--- src/rtl/hpx_pkg.sv ---
package hpx_pkg;
   typedef enum logic [1:0] {
      ST_IDLE  = 2'd0,
      ST_ISSUE = 2'd1,
      ST_WAIT  = 2'd2
   } hpx_state_e;
endpackage

--- src/rtl/hpx_sync.sv ---
// Two-flop synchronizer per line; resets to the inactive (high) level.
module hpx_sync #(
   parameter int N = 3
) (
   input  logic         clk,
   input  logic         rst_n,
   input  logic [N-1:0] async_in,
   output logic [N-1:0] sync_out
);
   for (genvar g = 0; g < N; g++) begin : g_line
      logic meta_q, sync_q;
      always_ff @(posedge clk or negedge rst_n) begin
         if (!rst_n) begin
            meta_q <= 1'b1;
            sync_q <= 1'b1;
         end else begin
            meta_q <= async_in[g];
            sync_q <= meta_q;
         end
      end
      assign sync_out[g] = sync_q;
   end
endmodule

--- src/rtl/hpx_shadow.sv ---
// Shadow of every expander output register with a per-expander dirty bit.
// A new differing value sets dirty; it wins over a same-cycle clear.
module hpx_shadow #(
   parameter int NUM_EXP = 3,
   parameter int OUT_W   = 8
) (
   input  logic                     clk,
   input  logic                     rst_n,
   input  logic                     set_vld,
   input  logic [NUM_EXP*OUT_W-1:0] set_val,
   input  logic [NUM_EXP-1:0]       clr,
   output logic [NUM_EXP*OUT_W-1:0] shadow,
   output logic [NUM_EXP-1:0]       dirty
);
   for (genvar g = 0; g < NUM_EXP; g++) begin : g_exp
      logic [OUT_W-1:0] val_q;
      logic             dirty_q;
      logic             change;
      assign change = set_vld && (set_val[g*OUT_W +: OUT_W] != val_q);
      always_ff @(posedge clk or negedge rst_n) begin
         if (!rst_n) begin
            val_q   <= '0;
            dirty_q <= 1'b0;
         end else if (change) begin
            val_q   <= set_val[g*OUT_W +: OUT_W];
            dirty_q <= 1'b1;
         end else if (clr[g]) begin
            dirty_q <= 1'b0;
         end
      end
      assign shadow[g*OUT_W +: OUT_W] = val_q;
      assign dirty[g] = dirty_q;
   end
endmodule

--- src/rtl/hpx_pick.sv ---
// Fixed-priority selector: lowest set index wins.
module hpx_pick #(
   parameter int N  = 3,
   parameter int IW = 2
) (
   input  logic [N-1:0]  req,
   output logic          any,
   output logic [IW-1:0] idx
);
   always_comb begin
      any = |req;
      idx = '0;
      for (int i = N - 1; i >= 0; i--) begin
         if (req[i]) idx = IW'(i);
      end
   end
endmodule

--- src/rtl/hpx_mgr.sv ---
module hpx_mgr #(
   parameter int NUM_EXP   = 3,
   parameter int OUT_W     = 8,
   parameter int IN_W      = 8,
   parameter int MAX_RETRY = 3,
   localparam int IW       = (NUM_EXP > 1) ? $clog2(NUM_EXP) : 1
) (
   input  logic                     clk,
   input  logic                     rst_n,
   input  logic                     cfg_done,
   input  logic                     set_vld,
   input  logic [NUM_EXP*OUT_W-1:0] set_val,
   input  logic [NUM_EXP-1:0]       exp_int_n,
   output logic                     cmd_vld,
   output logic                     cmd_rd,
   output logic [IW-1:0]            cmd_idx,
   output logic [OUT_W-1:0]         cmd_wdata,
   input  logic                     cmd_rdy,
   input  logic                     rsp_vld,
   input  logic                     rsp_err,
   input  logic [IN_W-1:0]          rsp_rdata,
   output logic [NUM_EXP*IN_W-1:0]  in_vec,
   output logic                     in_upd,
   output logic [NUM_EXP-1:0]       exp_err
);
   import hpx_pkg::*;

   localparam int TW = $clog2(MAX_RETRY + 1) + 1;

   if (NUM_EXP < 1 || NUM_EXP > 16) begin : g_bad_num
      $error("hpx_mgr: NUM_EXP must be 1..16");
   end
   if (OUT_W < 1 || IN_W < 1) begin : g_bad_width
      $error("hpx_mgr: register widths must be positive");
   end
   if (MAX_RETRY < 0 || MAX_RETRY > 15) begin : g_bad_retry
      $error("hpx_mgr: MAX_RETRY must be 0..15");
   end

   hpx_state_e               state_q;
   logic [TW-1:0]            tries_q;
   logic [NUM_EXP-1:0]       int_n_s;
   logic [NUM_EXP*OUT_W-1:0] shadow;
   logic [NUM_EXP-1:0]       dirty;
   logic [NUM_EXP-1:0]       clr;
   logic [NUM_EXP-1:0]       wr_req, rd_req;
   logic                     wr_any, rd_any;
   logic [IW-1:0]            wr_idx, rd_idx;
   logic                     dispatch_wr;

   hpx_sync #(.N(NUM_EXP)) u_sync (
      .clk      (clk),
      .rst_n    (rst_n),
      .async_in (exp_int_n),
      .sync_out (int_n_s)
   );

   hpx_shadow #(.NUM_EXP(NUM_EXP), .OUT_W(OUT_W)) u_shadow (
      .clk     (clk),
      .rst_n   (rst_n),
      .set_vld (set_vld),
      .set_val (set_val),
      .clr     (clr),
      .shadow  (shadow),
      .dirty   (dirty)
   );

   assign wr_req = dirty & ~exp_err;
   assign rd_req = ~int_n_s & ~exp_err;

   hpx_pick #(.N(NUM_EXP), .IW(IW)) u_pick_wr (
      .req (wr_req), .any (wr_any), .idx (wr_idx)
   );
   hpx_pick #(.N(NUM_EXP), .IW(IW)) u_pick_rd (
      .req (rd_req), .any (rd_any), .idx (rd_idx)
   );

   assign dispatch_wr = (state_q == ST_IDLE) && cfg_done && wr_any;

   always_comb begin
      clr = '0;
      if (dispatch_wr) clr[wr_idx] = 1'b1;
   end

   assign cmd_vld = (state_q == ST_ISSUE);

   always_ff @(posedge clk or negedge rst_n) begin
      if (!rst_n) begin
         state_q   <= ST_IDLE;
         tries_q   <= '0;
         cmd_rd    <= 1'b0;
         cmd_idx   <= '0;
         cmd_wdata <= '0;
         in_vec    <= '0;
         in_upd    <= 1'b0;
         exp_err   <= '0;
      end else begin
         in_upd <= 1'b0;
         unique case (state_q)
            ST_IDLE: begin
               if (dispatch_wr) begin
                  cmd_rd    <= 1'b0;
                  cmd_idx   <= wr_idx;
                  cmd_wdata <= shadow[wr_idx*OUT_W +: OUT_W];
                  tries_q   <= '0;
                  state_q   <= ST_ISSUE;
               end else if (cfg_done && rd_any) begin
                  cmd_rd  <= 1'b1;
                  cmd_idx <= rd_idx;
                  tries_q <= '0;
                  state_q <= ST_ISSUE;
               end
            end
            ST_ISSUE: begin
               if (cmd_rdy) state_q <= ST_WAIT;
            end
            ST_WAIT: begin
               if (rsp_vld) begin
                  if (rsp_err) begin
                     if (tries_q == TW'(MAX_RETRY)) begin
                        exp_err[cmd_idx] <= 1'b1;
                        state_q          <= ST_IDLE;
                     end else begin
                        tries_q <= tries_q + 1'b1;
                        state_q <= ST_ISSUE;
                     end
                  end else begin
                     if (cmd_rd) begin
                        in_vec[cmd_idx*IN_W +: IN_W] <= rsp_rdata;
                        in_upd                       <= 1'b1;
                     end
                     state_q <= ST_IDLE;
                  end
               end
            end
            default: state_q <= ST_IDLE;
         endcase
      end
   end
endmodule

--- config.mk ---
export PLATFORM = sky130hd
export DESIGN_NAME = hpx_mgr
export DESIGN_NICKNAME = d
export VERILOG_FILES = /design/src/rtl/hpx_pkg.sv /design/src/rtl/hpx_sync.sv /design/src/rtl/hpx_shadow.sv /design/src/rtl/hpx_pick.sv /design/src/rtl/hpx_mgr.sv
export SDC_FILE = /design/constraint.sdc
export NUM_CORES = 1
export LEC_CHECK = 0
export BUFFER_PORTS_ARGS = -buffer_cell sky130_fd_sc_hd__buf_2
export CAP_MARGIN = 10
export CORE_ASPECT_RATIO = 0.7
export CORE_MARGIN = 3
export CORE_UTILIZATION = 54
export DETAILED_ROUTE_END_ITERATION = 7
export PLACE_DENSITY = 0.84
export SYNTH_ARGS = -nofsm -noshare
export SYNTH_HDL_FRONTEND = slang
export SYNTH_SLANG_ARGS = --single-unit
--- constraint.sdc ---
create_clock -name clk -period 1.75 [get_ports clk]
set_input_delay 0.0875 -clock clk [delete_from_list [all_inputs] [get_ports clk]]
set_output_delay 0.0875 -clock clk [all_outputs]
set_load 0.05 [all_outputs]
---- Word-level counts from Yosys, hierarchy flattened ----
Index checks and enable logic that the tools add are counted.
storage, ports and cells
  register bits after elaboration ......... 77
  bits in latches ......................... 0
  RAM bits ................................ 0
  bits in read-only memories .............. 0
  input bits .............................. 42
  output and inout port bits .............. 40
  logic and storage cells ................. 107
  memories ................................ 0
operators by class
  add/subtract/negate cells ............... 2
  multiply operators ...................... 0
  div/mod/pow operators ................... 0
  order comparisons ....................... 4
  equality and inequality tests ........... 11
  shift operators ......................... 3
  multiplexer cells ....................... 39
  bitwise operators ....................... 6
  reductions and logical operators ........ 22
operator list
  operator                 count
  $neg 5->34               1
  $shift 8x34->24 const A  1
  $shiftx 8x34->24         1
  $mux 2                   13
  $bwmux 24                1
  $ne 8x8->1               3
  $shiftx 24x6->8          1
  $mux 3                   6
  $mux 1                   15
  $reduce_bool 2->1        5
  $logic_and 1x1->1        8
  $reduce_and 4->1         2
  $and 3x3->3              2
  $lt 2x3->1 const B       2
  $ne 2x2->1 const B       3
  $not 3->3                2
  $pmux 2 s3               1
  $pmux 3 s2               1
  $reduce_or 3->1          2
  $reduce_and 5->1         1
  $demux 1 s2              2
  $ge 2x1->1 const B       2
  $reduce_and 2->1         2
  $add 3x1->3 const B      1
  other kinds (9)          9

---- Depth between registers and ports, before layout ----
  word-level depth ........................ 12
  depth in mapped cells ................... 6
  mapped depth without buffers ............ 5

---- Modules after synthesis ----
Synthesis repeated with hierarchy kept, for this count alone.
unflattened totals
  cell total of the unflattened synthesis .. 323
  area total of the unflattened synthesis .. 3816.2 um^2
by module, submodules not included
  module      times used  cells each  area each (um^2)  sequential area each (um^2)
  hpx_mgr     1           215         2304.7            1101.1
  hpx_shadow  1           93          1291.2            675.6
  hpx_sync    1           9           180.2             157.7
  hpx_pick    2           3           20.0              0.0

---- Least setup slack after synthesis ----
OpenSTA, ideal clock, no wires.
  kind .................................... register to register
  start point ............................. register cmd_idx[0]
  end point ............................... register in_vec[16]
  setup time .............................. 0.083 ns
  arrival time ............................ 1.833 ns
  data required time ...................... 1.667 ns
  path slack .............................. -0.166 ns
  stages on the path, launching flop included .. 6
  buffers on the path ..................... 0
  clock period less this slack ............ 1.916 ns
  cell sequence ........................... dfrtp_1 -> inv_1 -> ha_1 -> nor3b_2 -> nand2_1 -> o21ai_0
between the ends
  word-level cells in the longest chain between the ends .. 3
  elaborated cells on any way between the ends .. 4
  classes of those cells .................. add/sub (1); shift (2); mux (1)
ends and longest elaborated chain
  what                                                        line            source
  start, declared                                             hpx_mgr.sv:16   output logic [IW-1:0] cmd_idx,
  start signal, assigned                                      hpx_mgr.sv:103  cmd_idx <= wr_idx;
  start signal, assigned                                      hpx_mgr.sv:109  cmd_idx <= rd_idx;
  $neg 5->34 (*)                                              hpx_mgr.sv:129  in_vec[cmd_idx*IN_W +: IN_W] <= rsp_rdata;
  $shiftx 8x34->24 / $shift 8x34->24 (equally long branches)  hpx_mgr.sv:129
  $bwmux 24 (*)                                               hpx_mgr.sv:129
  end signal, assigned by index                               hpx_mgr.sv:129
  end, declared                                               hpx_mgr.sv:22   output logic [NUM_EXP*IN_W-1:0] in_vec,
Mark *: on every way between the ends. The rest lies on a longest branch, timed or not.
A chain may end at the register's enable or synchronous reset.

---- Worst setup path after layout ----
  start point ............................. register exp_err[2]
  end point ............................... register u_shadow.g_exp[2].dirty_q
between the ends
  word-level cells in the longest chain between the ends .. 11
  elaborated cells on any way between the ends .. 14
  classes of those cells .................. order compare (2); mux (6); bitwise (2); reduce/logical (4)
ends and longest elaborated chain
  what                                                                   line              source
  start, declared                                                        hpx_mgr.sv:24     output logic [NUM_EXP-1:0] exp_err
  start signal, assigned                                                 hpx_mgr.sv:96     exp_err <= '0;
  start signal, assigned by index                                        hpx_mgr.sv:121    exp_err[cmd_idx] <= 1'b1;
  $not 3->3 (*)                                                          hpx_mgr.sv:68     assign wr_req = dirty & ~exp_err;
  $and 3x3->3 (*)                                                        hpx_mgr.sv:68
  $mux 2 (3 in a row)                                                    hpx_pick.sv:14    if (req[i]) idx = IW'(i);
  $lt 2x3->1 (implied by the code) / $ge 2x1->1 (equally long branches)  hpx_mgr.sv:82     if (dispatch_wr) clr[wr_idx] = 1'b1;
  $logic_and 1x1->1 (implied by the code)                                hpx_mgr.sv:82
  $mux 1 (implied by the code)                                           hpx_mgr.sv:82
  $demux 1 s2                                                            hpx_mgr.sv:82
  $mux 3 (*)                                                             hpx_mgr.sv:82
  $reduce_bool 2->1 (no line) (*)                                        -
  end signal, assigned                                                   hpx_shadow.sv:23  dirty_q <= 1'b0;
  end signal, assigned                                                   hpx_shadow.sv:26  dirty_q <= 1'b1;
  end signal, assigned                                                   hpx_shadow.sv:28  dirty_q <= 1'b0;
  end, declared                                                          hpx_shadow.sv:17  logic dirty_q;
Marked as above.

==> results.md <==
- Routability Congestion: approximately 0.81
- Net count after synthesis: 365
- EDFF count, synth: 0
- Mapped Cells: between 300 and 400
- Crit share post-route: 93.7%
- Startpoint types: flip-flop
- Initial antenna violation count: 0
- Area growth, synth to finish: 31.6%
- Final antenna diode count: 0
- RSZ-0062 raised after global routing: true
- DP HPWL: 5950 um
- YS warnings: 0
- Max-Cap Viols: 0
- Overall routed net length: 8480 um
- Synth area leaders: dfrtp_1, mux2_2, nand2_1
- Netlist cell types: 44
- Crit path DAT: 1880 ps
- Average detailed-routed wire length per instance: around 16 um
- Post-CTS Setup Inserts: 0
- CTS H-tree depth: 3
- Maximum vdd drop: 0.776 mV
- Post-DRT Antenna Nets: 0
- Met2 Track Usage GR: 34.6%
- Post-synth top flop: dfrtp_1
- Number of remaining DRC errors: 0
- Die area: ~7700 um^2
- Met1 Use GR: 33.7%
- First-pass GRT wire length: 13,700 um
- Final Util: 74.6%
- Top cell type's share of synthesized area: between 40% and 50%
- Max Fclk: a little over 600 MHz
- Grt ovf: 0
- Clock buffer depth: 2
- # rows: 24
- Crit. End Element: flip-flop
- Min-delay worst type: in -> reg
- WP data required: 1990 ps
- Final #Nets: ~500
- Leak: 0.00216 uW
- Count of input and output buffers: 81
- Hold WS: 10.7 ps
- Via/cell ratio: 5.34
- Flop-to-flop setup slack: between 100 and 150 ps
- Synthesized cell area: 3590 um^2
- Global Route Usage Sum: 23.7%
- CTS tree: yes
- Vias in the first global route: 2,759
- Via count: between 2,000 and 3,000
- Slew HR: 63.1%
- Register area share after synthesis: between 50% and 60%
- Die H: 74.2 um
- I/O pin count: between 80 and 90
- Later-pin clock latency in the skew report: 360 ps
- Detailed Routing Iterations Pass 1: 5
- Max FO, Critical Path: 10
- Grt met3 use: 8.53%
- Count leader, synth: dfrtp_1
- Status: finished, final reports clean
- Hold Crit Depth: 2
- Total power divided by cell area: 1290 nW/um^2
- GR peak layer: met2
- Syn Area/Cell: 11.4 um^2
- Share of cells above drive strength 1: 34.8%
- R2R cell count: 4
- Crit Path Class: reg -> reg
- Clock transition at the registers of the reported paths: 90 ps
- Fin crit period: 1640 ps
- List of most frequent post-synthesis cells: dfrtp_1, nand2_1, o21ai_0
- CTS Root Cell: clkbuf_8
- Slew at the pin closest to its max-slew limit: around 550 ps
- Clk_skew: 9.37 ps
- Cell taking the most area after synthesis: dfrtp_1
- CTS buffer count: 9
- Post-synthesis register bit count: 77
- Die width: 103 um
- Clock tree sinks: between 70 and 80
- Initial DRC count: 171
- FFs w/ async S/R, synth: 100%
- CORE AREA: 6340 um^2
- Setup violations, final: 0
- Final Max Tran Viols: 0
- Hold Fails Final Rpt: 0
- Largest net degree at the start of global routing: 41
- Initial core utilization: 56.7%
-- sequential cells by signal, summed over array words and instances, names as in the netlist --
register / flops
tries_q: 3
u_shadow.g_exp.val_q: 24
cmd_rd: 1
cmd_wdata: 8
in_vec: 24
u_sync.g_line.sync_q: 3
state_q: 2
cmd_idx: 2
u_sync.g_line.meta_q: 3
u_shadow.g_exp.dirty_q: 3
in_upd: 1
exp_err: 3
-- kinds of logic after synthesis --
family,count (synthesis),synth area share (%)
AND/OR/NAND/NOR,103,15.1
adder cells (fa/ha/maj),8,2.79
flip-flops,77,53.9
AO/OA/AOI/OAI,69,13.6
XOR/XNOR,24,5.86
buffers and inverters,10,1.22
multiplexers,24,7.53
-- metal layers --
layer / part of all wire (%) / vias to the layer above / wire length, um
met1: 45 / 1390 / 3850
met2: 46 / 104 / 3900
li1: - / 1371 / -
met4: 1.2 / 0 / 99
met3: 7.5 / 15 / 634
met5: 0 / - / 0
-- layout by cell type (no fill, tap or decap), types with 4 or more instances in the layout --
cell type and count:
clkbuf_8 9, o21ai_0 29, inv_1 4, mux2_2 24, dlygate4sd3_1 34, buf_4 8
nor2_1 6, and3_1 9, nand2_1 57, nand4_1 6, xnor2_1 24, buf_2 80
dfstp_2 6, o21ai_1 9, o2bb2ai_1 8, a211oi_1 8, dfrtp_1 69, ha_1 8
-- critical path, stage by stage, from the launching register on --
cell	delay, ps
dfrtp_1	460
or2b_4	330
nand3b_1	390
o21ai_0	280
nand2_1	80
-- path summary, 6_finish.rpt --
kind	startpoint	to
worst max-delay path	exp_err[2]$_DFFE_PN0P_	u_shadow.g_exp[2].dirty_q$_DFFE_PN0P_
worst min-delay path	set_val[6]	u_shadow.g_exp[0].val_q[6]$_DFFE_PN0P_
worst max register to register	exp_err[2]$_DFFE_PN0P_	u_shadow.g_exp[2].dirty_q$_DFFE_PN0P_
worst min register to register	u_sync.g_line[2].meta_q$_DFF_PN1_	u_sync.g_line[2].sync_q$_DFF_PN1_
max in group asynchronous	rst_n	u_shadow.g_exp[1].val_q[6]$_DFFE_PN0P_
min in group asynchronous	rst_n	u_shadow.g_exp[1].val_q[1]$_DFFE_PN0P_
-- through the flow --
| stage | cells | power (uW) | TNS (ps) | setup WS, ps | cell area [um^2] |
|---|---|---|---|---|---|
| floorplan | 315 | 3900 | 0 | 61.1 | 3590 |
| global placement | 489 | 4510 | 0 | 179 | 4160 |
| detailed placement | 489 | 4550 | 0 | 152 | 4160 |
| CTS | 538 | 6110 | 0 | 129 | 4710 |
| global route | 539 | 6440 | -133 | -25.9 | 4720 |
| finish | 539 | 6110 | 0 | 111 | 4720 |
-- layout make-up --
class	instances	area, um^2
flip-flops and latches	77	1940
fillers	434	1610
inverters	4	15.0
clock inverters	7	97.6
repair buffers	123	821
multi-input cells	228	1620
clock buffers	9	124
well taps	91	114
-- power breakdown --
part / total (uW) / switching (uW) / leakage [uW] / internal (uW)
clock: 1490 / 684 / 0.000106 / 810
sequential: 2330 / 252 / 0.000963 / 2080
combinational: 2280 / 1480 / 0.00109 / 801
-- repair_timing --
action / 4_1_cts / 5_1_grt
endpoints found under the setup margin: 0 / 7
hold buffers: 33 / 1
gates resized for setup: 0 / 1
hold endpoints to repair: 69 / 1
(Power assumes the default switching activity.)
